File: config.mk
export PLATFORM = sky130hd
export DESIGN_NAME = ptr_spi_slave
export DESIGN_NICKNAME = d
export VERILOG_FILES = /design/src/rtl/ptrspi_pkg.sv /design/src/rtl/ptrspi_sync.sv /design/src/rtl/ptrspi_frame.sv /design/src/rtl/ptrspi_bank.sv /design/src/rtl/ptr_spi_slave.sv
export SDC_FILE = /design/constraint.sdc
export NUM_CORES = 1
export LEC_CHECK = 0
export BUFFER_PORTS_ARGS = -buffer_cell sky130_fd_sc_hd__buf_2
export CORE_MARGIN = 4
export CORE_UTILIZATION = 40
export CTS_CLUSTER_SIZE = 16
export DETAILED_ROUTE_END_ITERATION = 16
export MAX_ROUTING_LAYER = met4
export SYNTH_ARGS = -nofsm -noshare
export SYNTH_HDL_FRONTEND = slang
export SYNTH_SLANG_ARGS = --single-unit
File: constraint.sdc
create_clock -name clk -period 30.6 [get_ports clk]
set_input_delay 0 -clock clk [delete_from_list [all_inputs] [get_ports clk]]
set_output_delay 0 -clock clk [all_outputs]
set_load 0.02 [all_outputs]
File: src/rtl/ptrspi_pkg.sv
package ptrspi_pkg;
  localparam int DEF_DATA_W  = 24;
  localparam int DEF_ADDR_W  = 5;
  localparam int DEF_CHIP_W  = 3;
  localparam int DEF_CHIP_ID = 0;
  localparam int DEF_SYNC    = 2;
  // bit positions inside the synchronizer vector
  localparam int SYN_SCLK = 0;
  localparam int SYN_SDI  = 1;
  localparam int SYN_EN   = 2;
  localparam int SYN_W    = 3;
endpackage

File: src/rtl/ptrspi_sync.sv
module ptrspi_sync #(
  parameter int               WIDTH   = 3,
  parameter int               STAGES  = 2,
  parameter logic [WIDTH-1:0] RST_VAL = '0
) (
  input  logic             clk,
  input  logic             rst_n,
  input  logic [WIDTH-1:0] d_i,
  output logic [WIDTH-1:0] q_o
);
  logic [WIDTH-1:0] chain_q [STAGES];

  for (genvar s = 0; s < STAGES; s++) begin : g_stage
    logic [WIDTH-1:0] stage_d;
    if (s == 0) begin : g_first
      always_comb stage_d = d_i;
    end else begin : g_next
      always_comb stage_d = chain_q[s-1];
    end
    always_ff @(posedge clk or negedge rst_n) begin
      if (!rst_n) chain_q[s] <= RST_VAL;
      else        chain_q[s] <= stage_d;
    end
  end

  assign q_o = chain_q[STAGES-1];
endmodule

File: src/rtl/ptrspi_frame.sv
module ptrspi_frame #(
  parameter int DATA_W  = 24,
  parameter int ADDR_W  = 5,
  parameter int CHIP_W  = 3,
  parameter int CHIP_ID = 0,
  localparam int FRAME_W = DATA_W + ADDR_W + CHIP_W,
  localparam int CNT_W   = $clog2(FRAME_W + 2)
) (
  input  logic              clk,
  input  logic              rst_n,
  input  logic              in_frame_i,
  input  logic              start_i,
  input  logic              stop_i,
  input  logic              bit_rise_i,
  input  logic              bit_i,
  output logic              wr_en_o,
  output logic [ADDR_W-1:0] wr_addr_o,
  output logic [DATA_W-1:0] wr_data_o,
  output logic [CNT_W-1:0]  cnt_o
);
  localparam logic [CNT_W-1:0]  CNT_FULL = CNT_W'(FRAME_W);
  localparam logic [CNT_W-1:0]  CNT_SAT  = CNT_W'(FRAME_W + 1);
  localparam logic [CHIP_W-1:0] CHIP_VAL = CHIP_W'(CHIP_ID);

  logic [FRAME_W-1:0] sr_q, sr_d;
  logic [CNT_W-1:0]   cnt_q, cnt_d;

  always_comb begin
    sr_d  = sr_q;
    cnt_d = cnt_q;
    if (start_i) begin
      cnt_d = '0;
    end else if (in_frame_i && bit_rise_i) begin
      sr_d = {sr_q[FRAME_W-2:0], bit_i};
      if (cnt_q != CNT_SAT) cnt_d = cnt_q + 1'b1;
    end
  end

  always_ff @(posedge clk or negedge rst_n) begin
    if (!rst_n) begin
      sr_q  <= '0;
      cnt_q <= '0;
    end else begin
      sr_q  <= sr_d;
      cnt_q <= cnt_d;
    end
  end

  assign wr_en_o   = stop_i && (cnt_q == CNT_FULL) && (sr_q[CHIP_W-1:0] == CHIP_VAL);
  assign wr_addr_o = sr_q[CHIP_W +: ADDR_W];
  assign wr_data_o = sr_q[FRAME_W-1 -: DATA_W];
  assign cnt_o     = cnt_q;
endmodule

File: src/rtl/ptrspi_bank.sv
module ptrspi_bank #(
  parameter int DATA_W = 24,
  parameter int ADDR_W = 5,
  localparam int NREG  = 1 << ADDR_W
) (
  input  logic              clk,
  input  logic              rst_n,
  input  logic              wr_en_i,
  input  logic [ADDR_W-1:0] wr_addr_i,
  input  logic [DATA_W-1:0] wr_data_i,
  output logic [ADDR_W-1:0] ptr_o,
  output logic [DATA_W-1:0] rd_data_o
);
  logic [DATA_W-1:0] regs_q [NREG];

  for (genvar g = 0; g < NREG; g++) begin : g_reg
    logic load;
    assign load = wr_en_i && (wr_addr_i == ADDR_W'(g));
    always_ff @(posedge clk or negedge rst_n) begin
      if (!rst_n)    regs_q[g] <= '0;
      else if (load) regs_q[g] <= wr_data_i;
    end
  end

  assign ptr_o     = regs_q[0][ADDR_W-1:0];
  assign rd_data_o = regs_q[ptr_o];
endmodule

File: src/rtl/ptr_spi_slave.sv
module ptr_spi_slave
  import ptrspi_pkg::*;
#(
  parameter int DATA_W  = DEF_DATA_W,
  parameter int ADDR_W  = DEF_ADDR_W,
  parameter int CHIP_W  = DEF_CHIP_W,
  parameter int CHIP_ID = DEF_CHIP_ID,
  parameter int SYNC_N  = DEF_SYNC
) (
  input  logic clk,
  input  logic rst_n,
  input  logic sclk_i,
  input  logic sdi_i,
  input  logic frame_en_i,
  input  logic lock_i,
  output logic sdo_o
);
  localparam int FRAME_W = DATA_W + ADDR_W + CHIP_W;
  localparam int CNT_W   = $clog2(FRAME_W + 2);
  localparam logic [SYN_W-1:0] SYN_RST = SYN_W'(1) << SYN_EN;

  // reset: asserted asynchronously, released on the clock
  logic [1:0] rst_q;
  logic       rst_sync_n;
  always_ff @(posedge clk or negedge rst_n) begin
    if (!rst_n) rst_q <= 2'b00;
    else        rst_q <= {rst_q[0], 1'b1};
  end
  assign rst_sync_n = rst_q[1];

  logic [SYN_W-1:0] raw, syn;
  assign raw[SYN_SCLK] = sclk_i;
  assign raw[SYN_SDI]  = sdi_i;
  assign raw[SYN_EN]   = frame_en_i;

  ptrspi_sync #(.WIDTH(SYN_W), .STAGES(SYNC_N), .RST_VAL(SYN_RST)) i_sync (
    .clk(clk), .rst_n(rst_sync_n), .d_i(raw), .q_o(syn)
  );

  logic sclk_prev_q, en_prev_q;
  always_ff @(posedge clk or negedge rst_sync_n) begin
    if (!rst_sync_n) begin
      sclk_prev_q <= 1'b0;
      en_prev_q   <= 1'b1;
    end else begin
      sclk_prev_q <= syn[SYN_SCLK];
      en_prev_q   <= syn[SYN_EN];
    end
  end

  logic in_frame, frame_start, frame_stop, bit_rise;
  assign in_frame    = !syn[SYN_EN];
  assign frame_start = en_prev_q && !syn[SYN_EN];
  assign frame_stop  = !en_prev_q && syn[SYN_EN];
  assign bit_rise    = syn[SYN_SCLK] && !sclk_prev_q;

  logic              wr_en;
  logic [ADDR_W-1:0] wr_addr;
  logic [DATA_W-1:0] wr_data;
  logic [CNT_W-1:0]  bit_cnt;

  ptrspi_frame #(.DATA_W(DATA_W), .ADDR_W(ADDR_W), .CHIP_W(CHIP_W), .CHIP_ID(CHIP_ID)) i_frame (
    .clk(clk), .rst_n(rst_sync_n), .in_frame_i(in_frame), .start_i(frame_start),
    .stop_i(frame_stop), .bit_rise_i(bit_rise), .bit_i(syn[SYN_SDI]),
    .wr_en_o(wr_en), .wr_addr_o(wr_addr), .wr_data_o(wr_data), .cnt_o(bit_cnt)
  );

  logic [ADDR_W-1:0] ptr;
  logic [DATA_W-1:0] rd_data;

  ptrspi_bank #(.DATA_W(DATA_W), .ADDR_W(ADDR_W)) i_bank (
    .clk(clk), .rst_n(rst_sync_n), .wr_en_i(wr_en), .wr_addr_i(wr_addr),
    .wr_data_i(wr_data), .ptr_o(ptr), .rd_data_o(rd_data)
  );

  // read shifter: loaded when a frame opens, zero-filled per serial edge
  logic [DATA_W-1:0] rd_sr_q, rd_sr_d;
  always_comb begin
    rd_sr_d = rd_sr_q;
    if (frame_start)                rd_sr_d = rd_data;
    else if (in_frame && bit_rise)  rd_sr_d = {rd_sr_q[DATA_W-2:0], 1'b0};
  end

  always_ff @(posedge clk or negedge rst_sync_n) begin
    if (!rst_sync_n) rd_sr_q <= '0;
    else             rd_sr_q <= rd_sr_d;
  end

  assign sdo_o = in_frame ? rd_sr_q[DATA_W-1] : lock_i;
endmodule

Word level (Yosys, flattened, before mapping)

Cells that the tools add are included.

Register bits after elaboration: 840
Bits in latches: 0
Bits in writable memories: 0
Memory bits (read-only): 0
Output and inout bits: 1
Logic and storage cells: 133
Memories: 0

Add/sub/neg operators: 1
Multiply operators: 0
Divide/modulo/power cells: 0
$lt $le $gt $ge: 1
Equality and inequality tests: 33
Shift operators: 0
Muxes and demuxes: 9
Bitwise gates (word level): 2
Reductions and logical operators: 47

Operator list:

| operator                                                  | count |
|---|---|
| binary-select mux 24 bit (select 5 bit)                   | 1 |
| two-way mux 24 bit                                        | 4 |
| == test 5 bit (second input constant)                     | 16 |
| == test 5 x 4 -> 1 bit (second input constant)            | 8 |
| logical AND 1 bit                                         | 38 |
| == test 5 x 3 -> 1 bit (second input constant)            | 4 |
| two-way mux 6 bit                                         | 3 |
| == test 5 x 2 -> 1 bit (second input constant)            | 2 |
| adder 6 x 1 -> 6 bit (second input constant)              | 1 |
| == test 6 bit (second input constant)                     | 1 |
| greater-or-equal comparator 6 bit (second input constant) | 1 |
| inequality test 6 bit (second input constant)             | 1 |
| inverter 5 -> 6 bit                                       | 1 |
| == test 5 x 1 -> 1 bit (second input constant)            | 1 |
| logical NOT 5 bit                                         | 1 |
| AND reduction 2 bit                                       | 2 |
| nonzero test 2 bit                                        | 2 |
| logical NOT 1 bit                                         | 3 |
| logical NOT 3 bit                                         | 1 |
| two-way mux 1 bit                                         | 1 |
| inverter 1 bit                                            | 1 |

Depth between registers and ports, before layout

Word-level depth: 5
Mapped depth: 9

Modules after synthesis

Synthesis repeated with hierarchy kept, for this count alone.

Cells, all modules: 2,336
Area, all modules: 38,197.9 µm²

Modules (own cells, without submodules):

| module        | instances | cells an instance | area an instance (µm²) | sequential area each (µm²) |
|---|---|---|---|---|
| ptrspi_bank   | 1         | 2,100             | 34,720.8               | 19,218.4 |
| ptrspi_frame  | 1         | 139               | 1,824.2                | 950.9 |
| ptr_spi_slave | 1         | 91                | 1,500.2                | 701.9 |
| ptrspi_sync   | 1         | 6                 | 152.6                  | 152.6 |

Least setup slack after synthesis

OpenSTA, ideal clock, no wires.

Path kind: reg-to-reg
Start: register i_frame.cnt_q[2], in the netlist i_frame.cnt_o[2]
End: register i_bank.regs_q[483] (netlist bit)
Setup time: 0.125 ns
Arrival: 2.117 ns
Required time: 30.475 ns
Slack: 28.359 ns
Cell stages (with the launch flop): 8
Buffers on the path: 2
Period minus slack after synthesis: 2.241 ns
Path through: dfrtp_1 -> nor4b_4 -> and4_1 -> nor3b_4 -> nor2b_1 -> buf_4 -> buf_6 -> mux2_2

Cells in the longest elaborated chain, start to end: 4

Ends and longest elaborated chain:

| what                           | line               | source |
|---|---|---|
| start: declaration             | ptrspi_frame.sv:26 | `logic [CNT_W-1:0] cnt_q, cnt_d;` |
| start signal: assignment       | ptrspi_frame.sv:45 | `cnt_q <= cnt_d;` |
| == test 6 bit                  | ptrspi_frame.sv:49 | `assign wr_en_o = stop_i && (cnt_q == CNT_FULL) && (sr_q[CHIP_W-1:0] == CHIP_VAL);` |
| logical AND 1 bit (2 in a row) | ptrspi_frame.sv:49 |  |
| logical AND 1 bit              | ptrspi_bank.sv:18  | `assign load = wr_en_i && (wr_addr_i == ADDR_W'(g));` |
| end signal: indexed assignment | ptrspi_bank.sv:21  | `else if (load) regs_q[g] <= wr_data_i;` |
| end: declaration               | ptrspi_bank.sv:14  | `logic [DATA_W-1:0] regs_q [NREG];` |

No other way between the ends.
A chain may end at the register's enable or synchronous reset.

Worst setup path after layout

Start: register i_bank.regs_q, in the netlist i_bank.ptr_o[0]
End: register rd_sr_q[14]

Cells in the longest elaborated chain, start to end: 5

Ends and longest elaborated chain:

| what                                                  | line                | source |
|---|---|---|
| inverter 5 -> 6 bit (implied by the code)             | ptrspi_bank.sv:26   | `assign rd_data_o = regs_q[ptr_o];` |
| binary-select mux 24 bit (select 5 bit)               | ptrspi_bank.sv:26   |  |
| two-way mux 24 bit (implied by the code) (2 in a row) | ptrspi_bank.sv:26   |  |
| two-way mux 24 bit                                    | ptr_spi_slave.sv:80 | `if (frame_start) rd_sr_d = rd_data;` |
| end signal: assignment                                | ptr_spi_slave.sv:86 | `else rd_sr_q <= rd_sr_d;` |
| end: declaration                                      | ptr_spi_slave.sv:77 | `logic [DATA_W-1:0] rd_sr_q, rd_sr_d;` |

No other way between the ends. The select of a mux whose other input is x is not followed.

==> results by stage <==
Timing:
- The final-report hold violation count came to 0.
- For the pin with the worst max-slew slack, the measured transition is 1410 ps.
- The worst pin sits at a relative slew slack of 0.06029.
- The aggregate negative setup slack is 0 ps.
- Setup repair after global routing left no endpoint under its margin.
- The fraction of the cycle the final worst path needs is 0.1367.
- Setup violations remaining at the end of the flow were counted as 0.
- The worst path meets setup with 26420 ps of slack.
- The clock period minus final worst setup slack is 4182 ps.
- The number of pins with negative max-slew slack in the final report is 0.
- On the final layout, the worst clock skew is 20.75 ps.
- The maximum achievable frequency is 0.2392 GHz.

Die:
- The number of rows created at floorplan is 112.
- During I/O placement, the number of pins put on the boundary was 7.
- The floorplan step set the die width to 315.8 um.
- The effective utilization at floorplan is 0.4049.
- The overall die height is 315.8 um.
- The floorplan step defined a die boundary enclosing 0.09975 mm2.
- The floorplan step defined a core boundary enclosing 0.09361 mm2.

Drt:
- The detailed router put a total of 45.44 mm of wire on met1.
- In the routed design, unresolved DRC markers number 0.
- The total met2 wirelength after detailed routing is 48.56 mm.
- In the detailed route, the total length drawn on met3 is 5.631 mm.
- After detailed routing, the total wire length is 102.5 mm.
- Signal routing reaches up to met4.
- The routed via count is 21960.
- After the first detailed-routing iteration, the DRC count stood at 1580.
- The via density per instance is 5.745.
- Dividing the detail-routed wire length by the instance count gives 26.81 um.
- The residual antenna-violating net count after detailed routing is 0.
- The number of iterations in the first detailed-routing pass is 5.

Clocking:
- The H-tree generated during clock tree synthesis spans 3 levels.
- The count of buffers added by post-CTS timing repair for setup is 0.
- The clock reaches the later pin of the worst-skew pair after 640 ps.
- CTS placed an instance of sky130_fd_sc_hd__clkbuf_16 at the clock tree root.
- Clock-pin slew was measured on the worst setup and hold paths at 60 ps.
- The sink count of the clock tree is 840.
- The maximum clock path buffer count is 3.
- TritonCTS built the clock tree.
- Post-CTS repair changed the size of 0 cells.
- Counting the buffers created by CTS gives 90.

Yosys:
- In this run, distinct cell masters in the synthesized netlist total 54.
- The count of synthesis-stage warnings from yosys is 0.
- The cell area after synthesis is 0.03791 mm2.
- Sorting the synthesized cells by area gives the leading types as sky130_fd_sc_hd__dfrtp_1 55%, sky130_fd_sc_hd__mux2_2 23%, sky130_fd_sc_hd__mux4_2 8.9%, sky130_fd_sc_hd__mux2i_1 3.2%, sky130_fd_sc_hd__clkbuf_1 1.3%.
- The portion of the post-synthesis area used by sequential elements is 0.5546.
- Of the post-synthesis cell area, the dominant cell type holds 0.5525.
- The average cell area after synthesis is 14.85 um2.
- The total of flip-flops plus latches after synthesis is 840.
- The cell count after synthesis came out at 2553.
- The post-synthesis cell type with the largest combined area is sky130_fd_sc_hd__dfrtp_1.
- The number of nets in the synthesized netlist is 2562.

Placed design:
- Once detailed placement completed, the half-perimeter wirelength came to 59.53 mm.
- The count of buffers added on input and output ports is 6.
- In this run the cell area measured after placement is 0.03906 mm2.
- At the end of routability-driven placement, the weighted congestion stood at 0.8073.
- OpenSTA, run right after detailed placement, puts the worst setup slack at 26310 ps.

Worst setup path:
- The arrival time at the worst endpoint is 4680 ps.
- The worst endpoint required time is 31090 ps.
- The signal on the critical path passes through buf_4 > buf_12 > mux4_2 > mux2_2 > o211ai_1 > a21oi_1.
- The peak fanout along the critical path is 116.
- The worst setup path category is flop to flop.
- The type of element capturing the critical path is a flop.
- The cell at the slowest stage of the critical path is sky130_fd_sc_hd__dfrtp_4.
- The largest single stage delay on the critical path is 820 ps.
- The startpoint kind of the worst setup timing path is a flop.

Power and ir drop:
- The total design power is 2.323 mW.
- The cell-internal power is 1.823 mW.
- The share of total power dissipated in sequential elements is 0.487.
- Of the total power, the share spent switching nets is 0.2151.
- The part of the total power dissipated in the clock network is 0.493.
- For this design the static power due to leakage is 20.01 nW.
- The logic gate share of total power is 0.021.
- The largest voltage drop on the vdd net is 0.03747 mV.
- The power per cell area is 54.94 mW/mm2.
- The analysis attributes to net switching a power of 0.4996 mW.

Finish:
- The fraction of the core area covered by cells at the end of the flow is 0.4517.
- The area growth from synthesis to layout is 11.55%.
- The fraction of final layout cells with drive strength greater than 1 is 0.4630.
- Leaving out fill and tap cells, the most frequent cell in the layout is sky130_fd_sc_hd__dfrtp_1.
- For this run, the post-layout net count is 2506.
- The area of all placed cells without fillers is 0.04228 mm2.
- The top cell types in the final layout, fill and taps aside, are 831 x sky130_fd_sc_hd__dfrtp_1, 769 x sky130_fd_sc_hd__mux2_2, 149 x sky130_fd_sc_hd__mux4_2, 123 x sky130_fd_sc_hd__nand2_1, 121 x sky130_fd_sc_hd__mux2i_1.

Run:
- Max-cap violations in this run came to 0.

Global routing:
- Global routing finished with a remaining overflow of 0.
- Entering global routing, the biggest net connects 117 pins.
- The wire length of the first global-routing pass is 155.9 mm.
- The aggregate global-route resource usage is 0.2151.
- The number of global-route vias before repair is 23850.
- The initial antenna violation count was 1.

Min path:
- The worst hold path belongs to the class input port to async pin.

Run status:
- The run finished with clean final reports.
==> synthesized netlist by cell type, drive strengths merged <==
master and number:
dfrtp 837, mux2 781, mux4 149, clkbuf 135
nand2 126, mux2i 121, buf 99, nor2 59
o22ai 50, a211o 31, a21oi 22, nor2b 21
nor4 19, a211oi 17, nand2b 9, nand3 8
nor3 7, nor3b 6, a31oi 5, and2 4
inv 4, o211ai 4, o21ai 4, xor2 4
a221o 3, a22o 3, dfstp 3, ha 3
or2 3, or3 3, a2111oi 2, nand3b 2
nand4 2, o221ai 2, and3b 1, and4 1
conb 1, nand4b 1, nor4b 1
==> power by group through the flow <==
stage	Clock, mW	Combinational [mW]	Sequential [mW]
2_1_floorplan	0	0.0196	1.16
3_3_place_gp	0	0.0466	1.15
3_5_place_dp	0	0.0483	1.15
4_1_cts	1.17	0.0493	1.13
5_1_grt	1.21	0.0543	1.13
6_report	1.14	0.0479	1.13
==> stage by stage <==
step	hold WS [ps]	cells
after floorplan	-295.6	2553
after global placement	-213.2	3651
after detailed placement	-212.0	3651
after CTS	186.8	3820
after global routing	217.9	3820
final	216.8	3822
==> final timing paths <==
check	slack (ps)	cells after the start	end	start
worst max-delay path	26420	6	rd_sr_q[14]	i_bank.ptr_o[0]
worst min-delay path	220	3	rst_q[1]	rst_n
max in group asynchronous	26680	3	i_bank.ptr_o[2]	rst_q[1]
min in group clk	350	0	rst_q[1]	rst_q[0]
worst min register to register	350	0	rst_q[1]	rst_q[0]
worst max register to register	26420	6	rd_sr_q[14]	i_bank.ptr_o[0]
==> worst max-delay path: cells and delay by family (launching register included) <==
kind                   cells  cell delay (ps)
AO/OA/AOI/OAI              2              590
buffers and inverters      2             1400
flip-flops                 1              820
multiplexers               2              930
==> metal layers <==
metal	up-vias	GRT usage
met4	0	0.06227
met1	12040	0.2901
li1	9212	-
met2	558	0.3375
met5	-	-
met3	152	0.03756
==> flip-flops by register name, summed over array words and instances, names as in the netlist <==
| signal | cells |
|---|---|
| en_prev_q | 1 |
| i_bank.ptr_o | 5 |
| i_bank.regs_q | 763 |
| i_frame.cnt_o | 6 |
| i_frame.sr_q | 32 |
| i_sync.g_stage.stage_d | 3 |
| i_sync.q_o | 3 |
| rd_sr_q | 24 |
| rst_q | 2 |
| sclk_prev_q | 1 |
==> area by class of cell <==
class                           instances  area, um2
Fill cell                            8269      51330
Sequential cell                       840      21040
Multi-Input combinational cell       1475      15860
Clock buffer                          130       2696
Tap cell                             1254       1569
Timing Repair Buffer                   86      663.1
Clock inverter                         31      437.9
Inverter                                4      15.01
Antenna cell                            2      5.005
==> kinds of logic (layout without fill, tap and decap cells) <==
kind of cell,Yosys count,after routing,share of synthesized area
buffers and inverters,238,251,0.02776
xor gates and xnor gates,4,4,0.0009241
muxes,1051,1051,0.3525
other,1,3,0.00009893
AOI/OAI and AO/OA,143,143,0.02624
DFF,840,840,0.5546
adders and majority gates,3,3,0.0009903
and+or+nand+nor,273,273,0.03687
==> timing repair <==
| action | 4_1_cts | 5_1_grt |
|---|---|---|
| endpoints found under the setup margin | 0 | 0 |
| hold buffers | 8 | 0 |
| endpoints found under the hold margin | 5 | 0 |
No activity file was read; power rests on OpenSTA's default activity.
